`src/rtl/pla_diag_pkg.sv`:
```
package pla_diag_pkg;

  typedef enum logic [1:0] {
    FT_G = 2'd0,
    FT_S = 2'd1,
    FT_D = 2'd2,
    FT_A = 2'd3
  } fault_kind_e;

  typedef enum logic [1:0] {
    ST_IDLE = 2'd0,
    ST_STEP = 2'd1,
    ST_EMIT = 2'd2
  } seq_state_e;

  function automatic int max2(input int a, input int b);
    return (a > b) ? a : b;
  endfunction

  function automatic int idx_bits(input int n);
    return (n > 1) ? $clog2(n) : 1;
  endfunction

endpackage

```
`src/rtl/pla_diag_cfg_mem.sv`:
```
module pla_diag_cfg_mem #(
  parameter int DEPTH = 4,
  parameter int WIDTH = 6,
  parameter int AW    = 3
) (
  input  logic             clk_i,
  input  logic             rst_ni,
  input  logic             we_i,
  input  logic [AW-1:0]    waddr_i,
  input  logic [WIDTH-1:0] wdata_i,
  input  logic [AW-1:0]    raddr_i,
  output logic [WIDTH-1:0] rdata_o
);

  logic [WIDTH-1:0] mem_q [DEPTH];

  always_ff @(posedge clk_i or negedge rst_ni) begin
    if (!rst_ni) begin
      for (int e = 0; e < DEPTH; e++) mem_q[e] <= '0;
    end else begin
      for (int e = 0; e < DEPTH; e++) begin
        if (we_i && waddr_i == AW'(e)) mem_q[e] <= wdata_i;
      end
    end
  end

  // out-of-range addresses read as all-zero
  always_comb begin
    rdata_o = '0;
    for (int e = 0; e < DEPTH; e++) begin
      if (raddr_i == AW'(e)) rdata_o = mem_q[e];
    end
  end

endmodule

```
`src/rtl/pla_diag_pick.sv`:
```
module pla_diag_pick #(
  parameter int W  = 6,
  parameter int IW = 3
) (
  input  logic [W-1:0]  mask_i,
  output logic [W-1:0]  onehot_o,
  output logic [IW-1:0] idx_o
);

  assign onehot_o = mask_i & (~mask_i + W'(1));

  always_comb begin
    idx_o = '0;
    for (int b = W - 1; b >= 0; b--) begin
      if (mask_i[b]) idx_o = IW'(b);
    end
  end

endmodule

```
`src/rtl/pla_diag_seq.sv`:
```
module pla_diag_seq
  import pla_diag_pkg::*;
#(
  parameter int N_IN  = 4,
  parameter int N_PT  = 6,
  parameter int N_OUT = 3,
  parameter int DW    = 6,
  parameter int AW    = 3,
  parameter int CW    = 3
) (
  input  logic             clk_i,
  input  logic             rst_ni,
  input  logic             start_i,
  input  logic [N_IN-1:0]  iv_i,
  input  logic [N_PT-1:0]  ptv_i,
  input  logic [N_OUT-1:0] ov_i,
  input  logic [N_PT-1:0]  and_pat_i,
  input  logic [N_OUT-1:0] or_pat_i,
  output logic [AW-1:0]    rd_addr_o,
  output logic             busy_o,
  output logic             rpt_valid_o,
  input  logic             rpt_ready_i,
  output logic [1:0]       rpt_kind_o,
  output logic [AW-1:0]    rpt_row_o,
  output logic [CW-1:0]    rpt_col_o,
  output logic             done_o
);

  localparam logic [DW-1:0] PT_COLS = DW'({N_PT{1'b1}});

  seq_state_e       state_q;
  logic             phase_q;  // 0: AND plane, 1: OR plane
  logic [AW-1:0]    idx_q;
  logic [N_IN-1:0]  iv_q;
  logic [N_PT-1:0]  ptv_q;
  logic [N_OUT-1:0] ov_q;
  logic [DW-1:0]    mask_q, pat_q;
  logic             done_q;

  logic [DW-1:0]    pat_now, mask_now, pick_oh, mask_left;
  logic [CW-1:0]    pick_idx;
  logic             iv_bit, pt_bit, step_on, last_step, phase_next, pick_hit;
  logic [AW-1:0]    idx_next;

  pla_diag_pick #(.W(DW), .IW(CW)) u_pick (
    .mask_i   (mask_q),
    .onehot_o (pick_oh),
    .idx_o    (pick_idx)
  );

  always_comb begin
    iv_bit = 1'b0;
    for (int j = 0; j < N_IN; j++) if (idx_q == AW'(j)) iv_bit = iv_q[j];
    pt_bit = 1'b0;
    for (int j = 0; j < N_PT; j++) if (idx_q == AW'(j)) pt_bit = ptv_q[j];

    if (!phase_q) begin
      pat_now  = DW'(and_pat_i);
      // AND fault wherever stored bit equals the live product term
      mask_now = ~(pat_now ^ DW'(ptv_q)) & PT_COLS;
      step_on  = !iv_bit;
    end else begin
      pat_now  = DW'(or_pat_i);
      mask_now = pat_now ^ DW'(ov_q);
      step_on  = pt_bit;
    end

    last_step = phase_q && (idx_q == AW'(N_PT - 1));
    if (!phase_q && idx_q == AW'(N_IN - 1)) begin
      phase_next = 1'b1;
      idx_next   = '0;
    end else begin
      phase_next = phase_q;
      idx_next   = idx_q + AW'(1);
    end
    mask_left = mask_q & ~pick_oh;
    pick_hit  = |(pat_q & pick_oh);
  end

  always_ff @(posedge clk_i or negedge rst_ni) begin
    if (!rst_ni) begin
      state_q <= ST_IDLE;
      phase_q <= 1'b0;
      idx_q   <= '0;
      iv_q    <= '0;
      ptv_q   <= '0;
      ov_q    <= '0;
      mask_q  <= '0;
      pat_q   <= '0;
      done_q  <= 1'b0;
    end else begin
      done_q <= 1'b0;
      unique case (state_q)
        ST_IDLE: begin
          if (start_i) begin
            iv_q    <= iv_i;
            ptv_q   <= ptv_i;
            ov_q    <= ov_i;
            phase_q <= 1'b0;
            idx_q   <= '0;
            state_q <= ST_STEP;
          end
        end
        ST_STEP: begin
          if (step_on && |mask_now) begin
            mask_q  <= mask_now;
            pat_q   <= pat_now;
            state_q <= ST_EMIT;
          end else if (last_step) begin
            state_q <= ST_IDLE;
            done_q  <= 1'b1;
          end else begin
            phase_q <= phase_next;
            idx_q   <= idx_next;
          end
        end
        ST_EMIT: begin
          if (rpt_ready_i) begin
            mask_q <= mask_left;
            if (mask_left == '0) begin
              if (last_step) begin
                state_q <= ST_IDLE;
                done_q  <= 1'b1;
              end else begin
                phase_q <= phase_next;
                idx_q   <= idx_next;
                state_q <= ST_STEP;
              end
            end
          end
        end
        default: state_q <= ST_IDLE;
      endcase
    end
  end

  assign rd_addr_o   = idx_q;
  assign busy_o      = (state_q != ST_IDLE);
  assign rpt_valid_o = (state_q == ST_EMIT);
  assign rpt_kind_o  = phase_q ? (pick_hit ? FT_D : FT_A) : (pick_hit ? FT_G : FT_S);
  assign rpt_row_o   = idx_q;
  assign rpt_col_o   = pick_idx;
  assign done_o      = done_q;

endmodule

```
`src/rtl/pla_diag_engine.sv`:
```
module pla_diag_engine
  import pla_diag_pkg::*;
#(
  parameter int N_IN  = 4,
  parameter int N_PT  = 6,
  parameter int N_OUT = 3,
  localparam int DW   = max2(N_PT, N_OUT),
  localparam int AW   = idx_bits(max2(N_IN, N_PT)),
  localparam int CW   = idx_bits(DW)
) (
  input  logic             clk_i,
  input  logic             rst_ni,
  input  logic             cfg_we_i,
  input  logic             cfg_plane_i,
  input  logic [AW-1:0]    cfg_addr_i,
  input  logic [DW-1:0]    cfg_data_i,
  input  logic             start_i,
  input  logic [N_IN-1:0]  iv_i,
  input  logic [N_PT-1:0]  ptv_i,
  input  logic [N_OUT-1:0] ov_i,
  output logic             busy_o,
  output logic             rpt_valid_o,
  input  logic             rpt_ready_i,
  output logic [1:0]       rpt_kind_o,
  output logic [AW-1:0]    rpt_row_o,
  output logic [CW-1:0]    rpt_col_o,
  output logic             done_o
);

  logic [AW-1:0]    rd_addr;
  logic [N_PT-1:0]  and_pat;
  logic [N_OUT-1:0] or_pat;
  logic             busy;
  logic             and_we, or_we;

  assign and_we = cfg_we_i && !busy && !cfg_plane_i;
  assign or_we  = cfg_we_i && !busy &&  cfg_plane_i;

  pla_diag_cfg_mem #(.DEPTH(N_IN), .WIDTH(N_PT), .AW(AW)) u_and_mem (
    .clk_i   (clk_i),
    .rst_ni  (rst_ni),
    .we_i    (and_we),
    .waddr_i (cfg_addr_i),
    .wdata_i (cfg_data_i[N_PT-1:0]),
    .raddr_i (rd_addr),
    .rdata_o (and_pat)
  );

  pla_diag_cfg_mem #(.DEPTH(N_PT), .WIDTH(N_OUT), .AW(AW)) u_or_mem (
    .clk_i   (clk_i),
    .rst_ni  (rst_ni),
    .we_i    (or_we),
    .waddr_i (cfg_addr_i),
    .wdata_i (cfg_data_i[N_OUT-1:0]),
    .raddr_i (rd_addr),
    .rdata_o (or_pat)
  );

  pla_diag_seq #(
    .N_IN(N_IN), .N_PT(N_PT), .N_OUT(N_OUT), .DW(DW), .AW(AW), .CW(CW)
  ) u_seq (
    .clk_i       (clk_i),
    .rst_ni      (rst_ni),
    .start_i     (start_i),
    .iv_i        (iv_i),
    .ptv_i       (ptv_i),
    .ov_i        (ov_i),
    .and_pat_i   (and_pat),
    .or_pat_i    (or_pat),
    .rd_addr_o   (rd_addr),
    .busy_o      (busy),
    .rpt_valid_o (rpt_valid_o),
    .rpt_ready_i (rpt_ready_i),
    .rpt_kind_o  (rpt_kind_o),
    .rpt_row_o   (rpt_row_o),
    .rpt_col_o   (rpt_col_o),
    .done_o      (done_o)
  );

  assign busy_o = busy;

endmodule

```
`config.mk`:
```
export PLATFORM = sky130hd
export DESIGN_NAME = pla_diag_engine
export DESIGN_NICKNAME = d
export VERILOG_FILES = /design/src/rtl/pla_diag_pkg.sv /design/src/rtl/pla_diag_cfg_mem.sv /design/src/rtl/pla_diag_pick.sv /design/src/rtl/pla_diag_seq.sv /design/src/rtl/pla_diag_engine.sv
export SDC_FILE = /design/constraint.sdc
export NUM_CORES = 1
export LEC_CHECK = 0
export BUFFER_PORTS_ARGS = -buffer_cell sky130_fd_sc_hd__clkbuf_2
export CAP_MARGIN = 20
export CORE_MARGIN = 1
export CORE_UTILIZATION = 62
export CTS_BUF_LIST = sky130_fd_sc_hd__clkbuf_4 sky130_fd_sc_hd__clkbuf_8
export DETAILED_ROUTE_END_ITERATION = 10
export PLACE_DENSITY = 0.88
export REMOVE_ABC_BUFFERS = 1
export SLEW_MARGIN = 20
export SYNTH_ARGS = -nofsm -noshare
export SYNTH_HDL_FRONTEND = slang
export SYNTH_SLANG_ARGS = --single-unit
```
`constraint.sdc`:
```
create_clock -name clk_i -period 5.1 [get_ports clk_i]
set_clock_uncertainty 0.1 [all_clocks]
set_input_delay 1.02 -clock clk_i [delete_from_list [all_inputs] [get_ports clk_i]]
set_output_delay 1.02 -clock clk_i [all_outputs]
set_load 0.02 [all_outputs]
```
==> impl_metrics.csv, run 1 <==
group,metric,value,unit
outcome,status,"complete, but fails checks",
outcome,violations,"design-rule violations",
cells_and_area,final_cell_area,4550,um2
grt,grt_pass1_vias,3228,
cells_and_area,final_layout_size_suffix_gt1_frac,0.269,
logic_synthesis,synth_cells,417,
cts,cts_sinks,74,
grt,gr-total-overflow,0,
grt,antenna_found_initial,0,
flow_run,drv_cap,0,
setup_path,path_cells,"inv_1, ha_1, nor2b_1, o21ai_0, and3_1, xor2_1, a31oi_1, o311ai_4, nand2_2, o21a_1",
cells_and_area,fillers,457,
setup_path,rr_worst_depth,10,
logic_synthesis,synth_top_area_share,0.437,
sta,slew-limit-headroom,0.364,
sta,setup_viol,0,
logic_synthesis,synth-adder-area-share,0.0236,
min_path,whs_endpoint,"u_seq.pat_q[3]",
cts,cts_hold_repair.buffers,0,
floorplan,start_util,0.656,
routing,vias,3391,
logic_synthesis,syn_avg_cell_area,10.2,um2
logic_synthesis,synth_cell_types,63,
logic_synthesis,synth_top_family_by_area,"compound AO/OA/AOI/OAI gates",
routing,wl,9.76,mm
grt,grt_max_degree,49,
power_and_ir_drop,p_leak,2.03,nW
cts,ctsHtreeMaxLevel,3,
logic_synthesis,synth-edff-count,0,
sta,setup-tns-final,0,ps
cells_and_area,nNetsFinal,475,
floorplan,core_area,6460,um2
min_path,min_path_type,"reg2reg",
cells_and_area,area_delta_synth_final,7.32,%
logic_synthesis,synthXorXnorAreaFrac,0.0145,
cts,cts_setup_buffers,0,
cts,cts-root-buf,"clkbuf_8",
placed_design,dp_hpwl,7.01,mm
logic_synthesis,ys_seq_area_frac,0.437,
logic_synthesis,synth_ff_type,"dfrtp_1",
routing,vias_per_cell,6.52,
logic_synthesis,yosys_warnings,0,
logic_synthesis,yosysTopAreaCell,"dfrtp_1",
logic_synthesis,async_flop_share,1.00,
grt,grt_usage,0.290,
cells_and_area,seqCellArea,1850,um2
setup_path,cp-startpoint,"u_seq.rd_addr_o[0]",
setup_path,critPathMaxStageDelay,710,ps
setup_path,r2r_slack,1470,ps
setup_path,slowest_stage,"ha_1",
min_path,whs_path_depth,2,
sta,rsz0062_at_grt,"false",
floorplan,die_h,84.7,um
setup_path,cp.required,5240,ps
cts,ctsLongestPathBuffers,2,
placed_design,numPortBuffers,38,
sta,fmax,275,MHz
setup_path,critPathKind,"reg2reg",
power_and_ir_drop,total_power,3.03,mW
routing,ant_nets,0,
sta,fin_crit_sh,0.712,
floorplan,design.portCount,39,
cts,cts_resized,0,
logic_synthesis,synth-compound-area-share,0.178,
routing,wire_per_inst,18.8,um
cts,clk_latency,350,ps
cells_and_area,antenna_cells,0,
setup_path,rr_endpoint,"u_seq.phase_q",
logic_synthesis,ys_top_cells_by_area,"dfrtp_1 44%, mux2_2 14%, nand2_1 3.3%, o21ai_0 3.2%, a21oi_1 2.4%",
min_path,min_from,"u_seq.pat_q[3]",
cts,cts_buffers,9,
power_and_ir_drop,power.density,666,nW/um2
cts,cts_tree,"built",
logic_synthesis,synthMuxAreaShare,0.143,
setup_path,r2r-start,"u_seq.rd_addr_o[0]",
sta,slew_violations,0,
power_and_ir_drop,peakVddDrop,0.328,mV
routing,drc,3,
routing,drtPass1Iterations,8,
routing,first_iter_violations,280,
floorplan,die_x,84.7,um
placed_design,place.gp.congestion,0.872,
placed_design,place_area,4350,um2
sta,hold_viol_final,0,
logic_synthesis,ys_ff_latch,74,
setup_path,cp-start-kind,"flip-flop",
setup_path,cp.arrival,3780,ps
setup_path,crit_fanout,20,
floorplan,die_area,7170,um2
sta,worst_pin_slew,946,ps
logic_synthesis,syn_area,4240,um2
grt,grt_pass1_wl,16.1,mm
sta,period_needed,3630,ps
logic_synthesis,synth_simple_gate_area_share,0.145,
cells_and_area,multi_input_area,2140,um2
cts,clk_pin_slew,80,ps
floorplan,num_rows,29,
setup_path,end_kind,"flip-flop",
## logic make-up after synthesis
| logic type | count (synthesis) |
|---|---|
| AO/OA/AOI/OAI | 107 |
| XOR/XNOR | 7 |
| adder cells (fa/ha/maj) | 8 |
| buffers and inverters | 47 |
| flip-flops | 74 |
| multiplexers | 54 |
| AND/OR/NAND/NOR | 120 |
## report_power, final
group	leakage (nW)	switching (mW)	internal, mW	total (mW)
Combinational	0.994	0.856	0.623	1.48
Sequential	0.940	0.252	0.852	1.10
Clock	0.0955	0.218	0.228	0.446
Total	2.03	1.33	1.70	3.03
## through the flow
step | std cells | setup WS [ps] | utilization | hold slack [ps]
global placement | 505 | 1500 | 0.674 | 361
global route | 520 | 1250 | 0.704 | 407
CTS | 520 | 1280 | 0.703 | 382
floorplan | 389 | 1760 | - | 344
finish | 520 | 1470 | 0.704 | 382
detailed placement | 505 | 1330 | 0.674 | 361
## state kept, by name, indices dropped and copies added, names as in the netlist
signal,flops
u_and_mem.mem_q,24
u_or_mem.mem_q,18
u_seq.done_o,1
u_seq.iv_q,4
u_seq.mask_q,6
u_seq.ov_q,3
u_seq.pat_q,6
u_seq.phase_q,1
u_seq.ptv_q,6
u_seq.rd_addr_o,3
u_seq.state_q,2
## routing by layer
layer | GRT usage | wire length (um) | vias up
li1 | - | - | 1552
met5 | 0 | 0 | -
met4 | 0.117 | 227 | 0
met3 | 0.0659 | 602 | 22
met1 | 0.393 | 4260 | 1678
met2 | 0.457 | 4670 | 139
## layout make-up
class / count / area share
clock buffers: 10 / 0.0289
clock inverters: 5 / 0.0124
inverters: 19 / 0.0157
multi-input cells: 296 / 0.471
flip-flops and latches: 74 / 0.407
well taps: 77 / 0.0212
repair buffers: 39 / 0.0440
## synth_stat cells (3+ instances only)
master      n
nand3_1    13
and3_1      6
buf_6       7
clkbuf_1   13
buf_4       4
nand2_1    37
nor2b_1    10
o21ai_1     6
a31oi_1     3
nand4_1     3
mux2_2     52
o22ai_1     3
a22o_1      3
nand2b_1    3
xnor2_1     5
o2bb2ai_1   4
dfrtp_1    74
nor2_1     17
inv_1      18
o21ai_0    27
nor3_1      6
a32oi_1     3
nand3b_1    9
o211ai_1    6
buf_2       3
a211oi_1    3
ha_1        8
or3_1       4
a221oi_2    3
a221oi_1    3
a21oi_1    20
## critical path, delay by kind of cell, from the launching register on
family	cells	cell delay, ps
AO/OA/AOI/OAI	4	1260
XOR/XNOR	1	220
adder cells (fa/ha/maj)	1	710
buffers and inverters	1	140
flip-flops	1	410
AND/OR/NAND/NOR	3	680
## how the worst max path moves through the flow
stage                    end  slack (ps)
2_1_floorplan  u_seq.phase_q        1760
3_3_place_gp   u_seq.phase_q        1500
3_5_place_dp   u_seq.phase_q        1330
4_1_cts        u_seq.phase_q        1280
5_1_grt        u_seq.phase_q        1250
6_report       u_seq.phase_q        1470
## cells in the final DEF (no fill, tap or decap), types with 3 or more instances in the layout
| master | netlist | layout |
|---|---|---|
| o21ai_1 | 6 | 6 |
| mux2_2 | 52 | 52 |
| a21oi_1 | 20 | 20 |
| a221oi_2 | 3 | 3 |
| a31oi_1 | 3 | 3 |
| xnor2_1 | 5 | 5 |
| inv_1 | 18 | 18 |
| a22o_1 | 3 | 3 |
| nor3_1 | 6 | 6 |
| nor2_1 | 17 | 17 |
| a32oi_1 | 3 | 3 |
| and3_1 | 6 | 6 |
| clkbuf_2 | 0 | 37 |
| nand4_1 | 3 | 3 |
| or3_1 | 4 | 4 |
| a221oi_1 | 3 | 3 |
| o211ai_1 | 6 | 6 |
| nor2b_1 | 10 | 10 |
| o2bb2ai_1 | 4 | 4 |
| nand3b_1 | 9 | 9 |
| nand2b_1 | 3 | 3 |
| o21ai_0 | 27 | 27 |
| a211oi_1 | 3 | 3 |
| nand2_1 | 37 | 37 |
| clkbuf_8 | 0 | 9 |
| nand3_1 | 13 | 13 |
| dfrtp_1 | 74 | 74 |
| ha_1 | 8 | 7 |
| o22ai_1 | 3 | 3 |
Power figures use the tool's default switching activity.
==> inputs of run 2 (changes only) <==
--- a/config.mk
+++ b/config.mk
@@ -8,10 +8,10 @@
 export BUFFER_PORTS_ARGS = -buffer_cell sky130_fd_sc_hd__clkbuf_2
 export CAP_MARGIN = 20
 export CORE_MARGIN = 1
-export CORE_UTILIZATION = 62
+export CORE_UTILIZATION = 56
 export CTS_BUF_LIST = sky130_fd_sc_hd__clkbuf_4 sky130_fd_sc_hd__clkbuf_8
 export DETAILED_ROUTE_END_ITERATION = 10
-export PLACE_DENSITY = 0.88
+export PLACE_DENSITY = 0.84
 export REMOVE_ABC_BUFFERS = 1
 export SLEW_MARGIN = 20
 export SYNTH_ARGS = -nofsm -noshare
==> constraint.sdc (replaced) <==
create_clock -name clk_i -period 3.1 [get_ports clk_i]
set_clock_uncertainty 0.1 [all_clocks]
set_input_delay 0.62 -clock clk_i [delete_from_list [all_inputs] [get_ports clk_i]]
set_output_delay 0.62 -clock clk_i [all_outputs]
set_load 0.02 [all_outputs]
==> run 2 against run 1 <==
The run now ends clean. Largest cell class unchanged. Power rose by 71%. Global-route usage fell by 1.9 points. Register-to-register slack got worse by 1300 ps. Fmax rose by 22%. Clock-buffer cell count did not move. Sequential power rose by 64%. Via count did not move. Clock power rose by 65%. Worst hold slack got worse by 160 ps. Core utilization fell by 5.6 points. Critical path depth rose by 1. Non-clock buffer count rose by 12.
==> impl_metrics.csv, run 2 (synthesis results as in run 1) <==
group,metric,value,unit
routing,wire_per_inst,18.1,um
grt,grt_pass1_wl,16.0,mm
routing,drtPass1Iterations,5,
setup_path,end_kind,"flip-flop",
grt,antenna_found_initial,0,
cells_and_area,seqCellArea,1850,um2
routing,wl,10.0,mm
placed_design,place.gp.congestion,0.900,
setup_path,cp.arrival,3110,ps
grt,grt_max_degree,46,
cells_and_area,most-common-layout-cells,"74 x dfrtp_1, 52 x mux2_2, 37 x nand2_1, 37 x clkbuf_2, 26 x o21ai_0",
flow_run,drv_cap,0,
floorplan,die_area,7920,um2
cts,clk_pin_slew,80,ps
min_path,min_path_type,"in2async",
cts,ctsHtreeMaxLevel,3,
cts,cts_hold_repair.buffers,0,
cells_and_area,area_delta_synth_final,11.5,%
cts,cts_buffers,9,
sta,slew-limit-headroom,0.502,
floorplan,design.portCount,39,
placed_design,numPortBuffers,38,
grt,gr-total-overflow,0,
sta,hold_viol_final,0,
routing,vias_per_cell,6.12,
setup_path,cp.required,3230,ps
grt,grt_usage,0.271,
cells_and_area,finalNonFillerCells,554,
floorplan,die_x,89.0,um
floorplan,die_h,89.0,um
grt,grt_pass1_vias,3235,
cells_and_area,antenna_cells,0,
sta,setup_viol,0,
floorplan,start_util,0.581,
sta,fin_crit_sh,0.961,
power_and_ir_drop,total_power,5.18,mW
cts,cts_sinks,74,
cells_and_area,reg.largest.list,"u_and_mem.mem_q (24), u_or_mem.mem_q (18)",
power_and_ir_drop,peakVddDrop,0.573,mV
sta,worst_pin_slew,747,ps
sta,fmax,336,MHz
routing,drc,0,
setup_path,critPathKind,"reg2reg",
cells_and_area,nNetsFinal,487,
outcome,status,"finished clean",
cells_and_area,fillers,608,
cells_and_area,largest_register_ffs,24,
cts,cts_tree,"built",
routing,first_iter_violations,219,
cts,clk_latency,350,ps
cells_and_area,final_layout_size_suffix_gt1_frac,0.299,
cells_and_area,largest-register,"u_and_mem.mem_q",
floorplan,core_area,7290,um2
cells_and_area,multi_input_area,2180,um2
cells_and_area,layout_commonest_cell,"dfrtp_1",
placed_design,dp.cells,538,
sta,slew_violations,0,
cts,cts-root-buf,"clkbuf_8",
routing,ant_nets,0,
setup_path,cp-start-kind,"flip-flop",
placed_design,dp_hpwl,7.29,mm
sta,period_needed,2980,ps
power_and_ir_drop,p_leak,2.10,nW
routing,vias,3391,
power_and_ir_drop,power.density,1100,nW/um2
floorplan,num_rows,31,
cts,ctsLongestPathBuffers,2,
setup_path,crit_fanout,7,
-- run 2: cell count changes in the layout (fill, tap and decap cells not counted), sizes merged --
cell	delta
clkinvlp	+1
clkinv	-1
buf	+12
-- run 2: routing by layer --
metal / up-vias / global-route usage / part of all wire
li1: 1577 / - / -
met1: 1646 / 0.355 / 0.43
met2: 154 / 0.436 / 0.47
met3: 14 / 0.0739 / 0.083
met4: 0 / 0.0996 / 0.017
met5: - / 0 / 0
-- run 2: report_power, final --
part	switching, mW	internal (mW)
registers	0.398	1.40
logic	1.49	1.16
clock network	0.350	0.386
-- run 2: worst max-delay path, cell delays in order (launching register included) --
cell      delay [ps]
dfrtp_1          380
buf_4            160
ha_1             270
nor2b_1          240
a22o_1           250
or3_1            360
nand4_1          140
o211ai_1         190
o311ai_4         310
buf_4            180
nand2_2           80
o21a_1           210
-- run 2: final timing paths --
check | from | endpoint | depth (start not counted) | slack (ps)
worst max-delay path | u_seq.rd_addr_o[0] | u_seq.phase_q | 11 | 120
worst min-delay path | rst_ni | u_seq.mask_q[1] | 1 | 230
worst max register to register | u_seq.rd_addr_o[0] | u_seq.phase_q | 11 | 120
worst min register to register | u_seq.pat_q[4] | u_seq.pat_q[4] | 2 | 400
max in group asynchronous | rst_ni | u_or_mem.mem_q[3] | 2 | 1990
min in group clk_i | u_seq.pat_q[4] | u_seq.pat_q[4] | 2 | 400
-- run 2: cell type report --
type / count / share of cell area
clock buffer: 10 / 0.0291
clock inverter: 5 / 0.0117
inverter: 19 / 0.0151
multi-input combinational: 296 / 0.462
sequential: 74 / 0.392
tap: 99 / 0.0262
timing repair buffer: 51 / 0.0636
-- run 2: what timing repair did --
action | in CTS | in global routing
buffers inserted | 0 | 1
setup endpoints to repair | 8 | 14
pin swaps | 0 | 1
gates resized for setup | 3 | 7
-- run 2: through the flow --
step           hold WS [ps]  area, um2   util  worst slack [ps]  TNS, ps
2_1_floorplan           224       4060      -              -243    -1200
3_5_place_dp            384       4480  0.614              3.67        0
6_report                226       4720  0.648               120        0
3_3_place_gp            370       4480  0.614              75.2        0
5_1_grt                 282       4720  0.648             -36.8    -36.8
4_1_cts                 244       4680  0.641               104        0
==> inputs of run 3 (changes only) <==
--- a/config.mk
+++ b/config.mk
@@ -5,7 +5,7 @@
 export SDC_FILE = /design/constraint.sdc
 export NUM_CORES = 1
 export LEC_CHECK = 0
-export BUFFER_PORTS_ARGS = -buffer_cell sky130_fd_sc_hd__clkbuf_2
+export BUFFER_PORTS_ARGS = -buffer_cell sky130_fd_sc_hd__buf_2
 export CAP_MARGIN = 20
 export CORE_MARGIN = 1
 export CORE_UTILIZATION = 56
==> run 3 against run 2 <==
Critical path depth unchanged. Sequential share of layout area shrank 0.61 points. Core utilization up 1.1 points. Clock power grew 6.9%. Via count grew 1.6%. Critical path type unchanged. Fmax is 0.34% higher. Routed wire length is 1.9% lower.
==> impl_metrics.csv, run 3 (synthesis results as in run 1) <==
group,metric,value,unit
outcome,status,"finished clean",
cells_and_area,most-common-layout-cells,"73 x dfrtp_1, 52 x mux2_2, 38 x buf_2",
power_and_ir_drop,combPwrFrac,0.512,
routing,ant_nets,0,
routing,first_iter_violations,219,
setup_path,critPathKind,"reg2reg",
cells_and_area,final_layout_size_suffix_gt1_frac,0.320,
grt,antenna_found_initial,0,
setup_path,rr_worst_depth,11,
routing,drc,0,
floorplan,die_area,7920,um2
sta,setup_slack,130,ps
cells_and_area,largest_register_ffs,24,
grt,grt_pass1_wl,16.0,mm
floorplan,die_h,89.0,um
power_and_ir_drop,swShare,0.432,
setup_path,path_cells,"inv_1, ha_4, buf_4, nand2_1, o21ai_0, a32oi_1, xnor2_1, o211ai_1, o31a_2, o21ai_2, a211o_1",
cts,ctsHtreeMaxLevel,3,
cts,ctsLongestPathBuffers,2,
sta,period_needed,2970,ps
setup_path,rr_endpoint,"u_seq.state_q[0]",
placed_design,dp_hpwl,7.20,mm
setup_path,r2r_slack,130,ps
cells_and_area,reg.largest.list,"u_and_mem.mem_q (24), u_or_mem.mem_q (18)",
power_and_ir_drop,pwr-share-seq,0.339,
cts,cts-root-buf,"clkbuf_8",
cts,clk_pin_slew,80,ps
sta,fin_crit_sh,0.958,
setup_path,cp.required,3230,ps
placed_design,place_ws,-36.2,ps
sta,slew_violations,0,
grt,grt_max_degree,47,
cells_and_area,layout_commonest_cell,"dfrtp_1",
grt,gr-total-overflow,0,
cells_and_area,area_delta_synth_final,13.3,%
cts,cts_sinks,74,
power_and_ir_drop,p_leak,2.13,nW
routing,vias,3446,
cts,clk_latency,360,ps
setup_path,end_kind,"flip-flop",
floorplan,start_util,0.581,
floorplan,num_rows,31,
grt,grt_pass1_vias,3236,
floorplan,core_area,7290,um2
setup_path,path_buf_inv,2,
cells_and_area,antenna_cells,0,
sta,setup_viol,0,
cts,cts_hold_repair.buffers,0,
sta,fmax,337,MHz
floorplan,design.portCount,39,
setup_path,cp-start-kind,"flip-flop",
cells_and_area,utilization,0.659,
power_and_ir_drop,switching_power,2.28,mW
setup_path,worst_path_dominant_cell_family,"compound AO/OA/AOI/OAI gates",
power_and_ir_drop,p_int,3.00,mW
grt,grt_usage,0.272,
power_and_ir_drop,power.density,1100,nW/um2
min_path,min_path_type,"in2async",
cts,cts_buffers,9,
routing,wire_per_inst,17.6,um
power_and_ir_drop,total_power,5.29,mW
setup_path,slowest_stage,"dfrtp_1",
sta,worst_pin_slew,676,ps
placed_design,numPortBuffers,38,
setup_path,r2r-start,"u_seq.rd_addr_o[0]",
flow_run,drv_cap,0,
sta,rsz0062_at_grt,"false",
routing,vias_per_cell,6.16,
power_and_ir_drop,peakVddDrop,0.617,mV
floorplan,die_x,89.0,um
sta,slew-limit-headroom,0.549,
cells_and_area,nNetsFinal,491,
cells_and_area,largest-register,"u_and_mem.mem_q",
sta,hold_viol_final,0,
power_and_ir_drop,power.share.clock,0.149,
cts,cts_tree,"built",
setup_path,crit_fanout,13,
setup_path,critPathMaxStageDelay,430,ps
placed_design,place.gp.congestion,0.934,
routing,drtPass1Iterations,5,
cells_and_area,fillers,591,
setup_path,cp.arrival,3100,ps
routing,wl,9.85,mm
## run 3: cell types whose count changed in the layout (fill, tap and decap cells not counted), sizes merged
cell      change
inv           +3
buf          +41
clkinv        -1
clkbuf       -37
clkinvlp      -1
## run 3: worst max-delay path by stage
stage	end	startpoint	slack, ps	depth (start not counted)
after floorplan	u_seq.phase_q	u_seq.rd_addr_o[1]	-240	10
after global placement	u_seq.pat_q[3]	u_seq.rd_addr_o[1]	80	11
after detailed placement	u_seq.pat_q[5]	u_seq.rd_addr_o[1]	-40	11
after CTS	u_seq.state_q[0]	u_seq.rd_addr_o[1]	50	11
after global routing	u_seq.state_q[0]	u_seq.rd_addr_o[0]	7	11
final	u_seq.state_q[0]	u_seq.rd_addr_o[0]	130	11
## run 3: metal layers
| layer | GRT usage | wire length (um) |
|---|---|---|
| met1 | 0.382 | 4520 |
| met2 | 0.421 | 4490 |
| met3 | 0.0452 | 569 |
| met4 | 0.117 | 271 |
| met5 | 0 | 0 |
## run 3: worst reg2reg max path, cell delays in order (launching register included)
cell and delay, ps:
dfrtp_1 430, inv_1 210, ha_4 270, buf_4 160, nand2_1 50, o21ai_0 190, a32oi_1 140, xnor2_1 180
o211ai_1 410, o31a_2 290, o21ai_2 90, a211o_1 330
## run 3: what timing repair did
| item | 4_1_cts | 5_1_grt |
|---|---|---|
| pin swaps | 0 | 6 |
| endpoints found under the hold margin | 0 | 0 |
| gates resized for setup | 2 | 16 |
| setup buffers | 0 | 3 |
| endpoints found under the setup margin | 8 | 17 |
## run 3: area by class of cell
type                            count  area [um2]  share of cell area
Clock inverter                      6        72.6              0.0151
Tap cell                           99         124              0.0258
Inverter                           19        71.3              0.0149
Sequential cell                    74        1850               0.386
Clock buffer                       10         138              0.0287
Timing Repair Buffer               55         334              0.0696
Multi-Input combinational cell    296        2210               0.460
## run 3: through the flow
step                      hold slack (ps)  std cells  cell area (um2)  setup TNS, ps
final                                 199        559             4800              0
after global routing                  249        559             4800              0
after CTS                             221        556             4710              0
after detailed placement              378        540             4490          -67.7
after global placement                364        540             4490              0
after floorplan                       224        389             4060          -1200
## run 3: power by group through the flow
stage               sequential (mW)  combinational, mW  clock, mW
finish                         1.79               2.71      0.787
global route                   1.84               2.96      0.841
CTS                            1.77               2.52      0.795
detailed placement             1.79               2.50          0
global placement               1.76               2.40          0
floorplan                      1.69               1.83          0
